File: src/rtl/cfg_startup_seq.sv
module cfg_startup_seq #(
  parameter int CLEAR_CYCLES = 64,
  parameter int LOAD_WORDS   = 16,
  parameter int DATA_W       = 16,
  localparam int CW = (CLEAR_CYCLES > 1) ? $clog2(CLEAR_CYCLES) : 1,
  localparam int WW = (LOAD_WORDS > 1) ? $clog2(LOAD_WORDS) : 1
) (
  input  logic              clk,
  input  logic              rst_n,
  input  logic              prog_n,
  output logic              clr_en,
  output logic [CW-1:0]     clr_addr,
  output logic              init_rdy,
  input  logic              s_valid,
  input  logic [DATA_W-1:0] s_data,
  output logic              s_ready,
  output logic              ld_we,
  output logic [WW-1:0]     ld_addr,
  output logic [DATA_W-1:0] ld_data,
  output logic              glb_rst,
  output logic              done,
  output logic              io_hold,
  output logic              ff_hold
);

  typedef enum logic [2:0] {
    ST_WIPE, ST_LOAD, ST_GRST, ST_REL_A, ST_REL_B, ST_RUN
  } phase_t;

  localparam logic [CW-1:0] CLR_LAST  = CW'(CLEAR_CYCLES - 1);
  localparam logic [WW-1:0] WORD_LAST = WW'(LOAD_WORDS - 1);

  phase_t        phase;
  logic [CW-1:0] clr_cnt;
  logic [WW-1:0] widx;
  logic [1:0]    order;
  logic          take;
  logic          ff_first;

  assign clr_en   = (phase == ST_WIPE) && prog_n;
  assign clr_addr = clr_cnt;
  assign init_rdy = (phase != ST_WIPE);
  assign s_ready  = (phase == ST_LOAD);
  assign take     = s_ready && s_valid;
  assign ld_we    = take;
  assign ld_addr  = widx;
  assign ld_data  = s_data;
  assign glb_rst  = (phase == ST_GRST);
  assign done     = (phase == ST_REL_A) || (phase == ST_REL_B) || (phase == ST_RUN);
  assign ff_first = (order == 2'b01);
  assign io_hold  = !((phase == ST_RUN) || ((phase == ST_REL_B) && !ff_first));
  assign ff_hold  = !((phase == ST_RUN) || ((phase == ST_REL_B) && ff_first));

  always_ff @(posedge clk or negedge rst_n) begin
    if (!rst_n) begin
      phase   <= ST_WIPE;
      clr_cnt <= '0;
      widx    <= '0;
      order   <= 2'b00;
    end else if (!prog_n) begin
      phase   <= ST_WIPE;
      clr_cnt <= '0;
      widx    <= '0;
      order   <= 2'b00;
    end else begin
      case (phase)
        ST_WIPE: begin
          if (clr_cnt == CLR_LAST) begin
            clr_cnt <= '0;
            phase   <= ST_LOAD;
          end else begin
            clr_cnt <= clr_cnt + 1'b1;
          end
        end
        ST_LOAD: begin
          if (take) begin
            if (widx == '0) order <= s_data[1:0];
            if (widx == WORD_LAST) begin
              widx  <= '0;
              phase <= ST_GRST;
            end else begin
              widx <= widx + 1'b1;
            end
          end
        end
        ST_GRST:  phase <= (order == 2'b10) ? ST_RUN : ST_REL_A;
        ST_REL_A: phase <= ST_REL_B;
        ST_REL_B: phase <= ST_RUN;
        ST_RUN:   phase <= ST_RUN;
        default:  phase <= ST_WIPE;
      endcase
    end
  end

endmodule

File: config.mk
export PLATFORM = sky130hd
export DESIGN_NAME = cfg_startup_seq
export DESIGN_NICKNAME = d
export VERILOG_FILES = /design/src/rtl/cfg_startup_seq.sv
export SDC_FILE = /design/constraint.sdc
export NUM_CORES = 1
export LEC_CHECK = 0
export ABC_AREA = 1
export BUFFER_PORTS_ARGS = -buffer_cell sky130_fd_sc_hd__buf_2
export CORE_UTILIZATION = 41
export DETAILED_ROUTE_END_ITERATION = 10
export PLACE_DENSITY = 0.84
export SLEW_MARGIN = 20
export SYNTH_ARGS = -nofsm -noshare
export SYNTH_HDL_FRONTEND = slang
export SYNTH_SLANG_ARGS = --single-unit
File: constraint.sdc
create_clock -name clk -period 1 [get_ports clk]
set_input_delay 0.05 -clock clk [delete_from_list [all_inputs] [get_ports clk]]
set_output_delay 0.05 -clock clk [all_outputs]
set_load 0.01 [all_outputs]
# Word level (Yosys, flattened, before mapping)
# Index checks and enable logic that the tools add are counted.
dict set report word_totals {
  reg_bits 15
  latch_bits 0
  ramBits 0
  mem_bits_ro 0
  output_inout_bits 34
  word_cells 57
  n_memories 0
}
dict set report op_classes {
  add_sub_neg 2
  n_mul 0
  n_div 0
  order_cmp 0
  eq_ne 16
  n_shift 0
  muxes 17
  bitwise 0
  n_reduce_logical 18
}
# op count
set op_table {}
lappend op_table {{two-way mux 6 bit} 3}
lappend op_table {{two-way mux 4 bit} 4}
lappend op_table {{two-way mux 3 bit} 5}
lappend op_table {{case mux 3 bit (5 select lines)} 1}
lappend op_table {{inequality test 3 x 2 -> 1 bit, second input constant} 3}
lappend op_table {{two-way mux 2 bit} 4}
lappend op_table {{inequality test 2 x 1 -> 1 bit, second input constant} 4}
lappend op_table {{adder 6 x 1 -> 6 bit, second input constant} 1}
lappend op_table {{equality test 3 x 2 -> 1 bit, second input constant} 2}
lappend op_table {{equality test 3 bit, second input constant} 2}
lappend op_table {{equality test 6 bit, second input constant} 1}
lappend op_table {{AND reduction 3 bit} 2}
lappend op_table {{adder 4 x 1 -> 4 bit, second input constant} 1}
lappend op_table {{equality test 4 bit, second input constant} 1}
lappend op_table {{logical AND 1 bit} 4}
lappend op_table {{zero test 4 bit} 1}
lappend op_table {{logical OR 1 bit} 4}
lappend op_table {{equality test 3 x 1 -> 1 bit, second input constant} 1}
lappend op_table {{zero test 1 bit} 3}
lappend op_table {{zero test 3 bit} 1}
lappend op_table {{nonzero test 3 bit} 1}
lappend op_table {{equality test 2 x 1 -> 1 bit, second input constant} 1}
lappend op_table {{equality test 2 bit, second input constant} 1}
lappend op_table {{AND reduction 2 bit} 1}
lappend op_table {{OR reduction 2 bit} 1}

# Longest topological paths before layout
dict set report logic_depth {
  depth_word 5
  ltp_mapped 7
}

# Least setup slack after synthesis
# OpenSTA, ideal clock, no wires.
dict set report synth_timing {
  path_type {reg2reg}
  startpoint {register clr_cnt[0] (netlist: clr_addr[0])}
  endpoint {register phase[1]}
  setup_ns 0.069
  arrival_time_ns 1.157
  required_time_ns 0.931
  slack_ns -0.226
  path_stages_with_launch 8
  synth_period_minus_slack_ns 1.226
  cell_sequence {dfrtp_1 -> ha_1 -> nand3_1 -> nor2_1 -> inv_1 -> nand2_1 -> nand2_1 -> nor2_2}
}
dict set report synth_between {
  elab_chain_len 3
}
# item line
set synth_lines {}
lappend synth_lines {{from (decl)} 34} ;# logic [CW-1:0] clr_cnt;
lappend synth_lines {{from (signal assigned)} 72} ;# clr_cnt <= clr_cnt + 1'b1;
lappend synth_lines {{equality test 6 bit} 68} ;# if (clr_cnt == CLR_LAST) begin
lappend synth_lines {{inequality test 3 x 2 -> 1 bit (no source line)} n/a}
lappend synth_lines {{AND reduction 3 bit (no source line)} n/a}
lappend synth_lines {{to (signal assigned)} 86} ;# ST_GRST: phase <= (order == 2'b10) ? ST_RUN : ST_REL_A;
lappend synth_lines {{to (decl)} 33} ;# phase_t phase;
# Every way passes these cells.
# A chain may end at the register's enable or synchronous reset.

# Worst setup path in the final report
dict set report layout_timing {
  startpoint {register phase[1]}
  endpoint {output port clr_en}
}
dict set report layout_between {
  elab_chain_len 2
}
# item line
set layout_lines {}
lappend layout_lines {{zero test 3 bit} 40} ;# assign clr_en = (phase == ST_WIPE) && prog_n;
lappend layout_lines {{logical AND 1 bit} 40}
lappend layout_lines {{to (decl)} 11} ;# output logic clr_en,
# Every way passes these cells.

==> metrics.txt <==
n_diodes=0; Initial Util=~44%; vias in the first global route=1172; Rel. slew slack=74.8%; maximum clock insertion buffer count=2; Peak Freq=0.734 GHz; final wirelength=4.09 mm; initial DRC count=49; final net count=between 200 and 250; critical path arrival=around 1300 ps; post-synthesis cell type count=28; final hold vios=0; filler instances=about 150; Die Area=0.00285 mm²; Site Rows=18; share of cells above drive strength 1=63.5%; simple-gate share of the synthesized area=33.0%; Total GRT Usage=26.4%; sequential share of the synthesized area=34.7%; RePlAce Congestion=slightly below 0.8; area grow syn2layout=72.1%; Synth Area in Compound Gates=8.33%; CTS H-Tree Depth=1; Post-Synth Adder-Cell Area=roughly 3.5%; die span in x=roughly 53 µm; initial antenna violation count=0; Crit Path Category=register to output port; CTS buffer count=3; Mean Syn Cell Area=7.72 µm²; Synth Instances=140; failing checks=negative setup slack; CORE AREA=between 0.002 and 0.0025 mm²; drt pass-1 iters=4; num ports=54; clock skew=13.0 ps; Slew @ Worst Pin=377 ps; drc violations=0; Setup crit start kind=register; crit-path max FO=4; RSZ-0062 raised after global routing=yes; HPWL Detailed=1.70 mm; Synth Register Bits=15; Clk Latency, worst-skew pair=300 ps; Final ANT Viol Nets=0; CP Capture Type=output port; Pleak=roughly 0.89 nW; FF-to-FF setup slack=-350 ps; clock sink count=15; number of slew-limit violations in the final report=0; Cell Area, Synth=0.00108 mm²; Clock transition at path regs=~110 ps; CTS tree=yes; global-route wire length before repair=5.32 mm; XOR/XNOR Fraction of Synth Area=0.810%; vias=1272; number of max-cap violations=0; DR vias/cell=5.60; Root Buffer=clkbuf_4; min cycle time layout=1360 ps; Hold WC Path Type=primary input to register; outcome=complete, but fails checks; final setup violation count=29; final core occ=between 70% and 80%; largest family of logic cells by synthesized area=simple AND/OR/NAND/NOR gates; Final TNS setup=-6720 ps; Final Hold Slack=52.7 ps; IO Port Bufs=25; syn nets=163; FF/Latch Area=about 390 µm²; mux share of post-synthesis cell area=0%; Routed WL per cell=approximately 18 µm; pin count of the biggest net entering global routing=16; PwrDens=2250 mW/mm²; PnR Total Power=0.00419 W; Die Height=between 50 and 60 µm; multi-input logic area=668 µm²; total congestion overflow=0; Max VDD drop=0.00146 V; synthesis warning total=0; period utilisation layout=136%; required time of the critical path=950 ps; setup slack after layout=-362 ps
==> synth_stat cells <==
cell / n / area [µm²]
a21boi_0: 1 / 7.51
a21oi_1: 3 / 15.0
a21oi_2: 1 / 8.76
buf_2: 1 / 5.00
buf_4: 16 / 120
buf_6: 1 / 11.3
clkbuf_2: 1 / 5.00
dfrtp_1: 15 / 375
ha_1: 3 / 37.5
inv_1: 15 / 56.3
inv_2: 4 / 15.0
nand2_1: 29 / 109
nand2_2: 1 / 6.26
nand3_1: 14 / 70.1
nand3_2: 1 / 10.0
nand3_4: 1 / 17.5
nand4_1: 7 / 43.8
nor2_1: 7 / 26.3
nor2_2: 2 / 12.5
nor2_4: 1 / 11.3
nor2_8: 1 / 20.0
nor3_1: 1 / 5.00
nor3b_4: 1 / 18.8
o21ai_0: 3 / 15.0
o21ai_1: 7 / 35.0
o21ai_2: 1 / 8.76
or2_2: 1 / 6.26
xnor2_1: 1 / 8.76
==> sequential cells by signal (all words and copies together), names as in the netlist <==
name / count
clr_addr: 6
ld_addr: 4
phase: 3
order: 2
==> power breakdown <==
| part | internal, W | switching (W) | total [W] |
|---|---|---|---|
| clock | 0.000155 | 0.000221 | 0.000376 |
| combinational | 0.00157 | 0.00136 | 0.00293 |
| sequential | 0.000729 | 0.000156 | 0.000885 |
==> cell usage in the layout (no fill, tap or decap), drive strengths merged, types with 3 or more instances in the layout <==
cell type | synthesis | final
buf | 18 | 71
nand2 | 30 | 30
inv | 19 | 19
nand3 | 16 | 16
dfrtp | 15 | 15
nor2 | 11 | 11
o21ai | 11 | 11
nand4 | 7 | 7
a21oi | 4 | 4
clkbuf | 1 | 4
ha | 3 | 3
==> cells by family after synthesis <==
group,after synthesis
xor+xnor,1
compound gates,16
flops,15
buf+inv,38
simple gates,67
fa+ha+maj,3
==> critical path, cell delays in order (launching register included) <==
cell     delay, ps
dfrtp_2        460
nor2_4         180
nand3_4         90
inv_2           70
buf_6          100
buf_6          100
==> layer usage <==
metal	part of all wire [%]	vias to the layer above	track usage (%)
li1	-	552	-
met5	0	-	0
met3	6.7	24	3.45
met2	51	69	45.0
met1	39	627	30.9
met4	3.4	0	15.8
==> layout make-up <==
| type | count | share of cell area, % |
|---|---|---|
| clock buffers | 4 | 1.41 |
| inverters | 19 | 3.97 |
| multi-input cells | 87 | 35.9 |
| flip-flops and latches | 15 | 20.7 |
| well taps | 30 | 2.02 |
| repair buffers | 72 | 36.0 |
==> worst paths after layout <==
check | startpoint | to | cells after the start
min in group asynchronous | rst_n | clr_addr[2] | 2
max in group asynchronous | rst_n | ld_addr[0] | 2
setup / recovery | phase[1] | clr_en | 5
setup reg to reg | phase[2] | ld_addr[2] | 7
hold / removal | s_data[1] | order[1] | 3
hold reg to reg | order[0] | order[0] | 2
==> timing repair <==
item / CTS / global route
pin swaps: 16 / 12
buffers inserted: 20 / 8
endpoints found under the hold margin: 15 / 0
endpoints found under the setup margin: 31 / 32
resized for setup: 61 / 21
hold buffers: 1 / 0
==> metrics by stage <==
stage	cells	instance area [µm²]	worst slack (ps)
global placement	196	1280	-116
CTS	220	1730	-309
detailed placement	196	1280	-138
finish	227	1860	-362
global route	227	1860	-416
floorplan	140	1110	-133
Power figures use the tool's default switching activity.
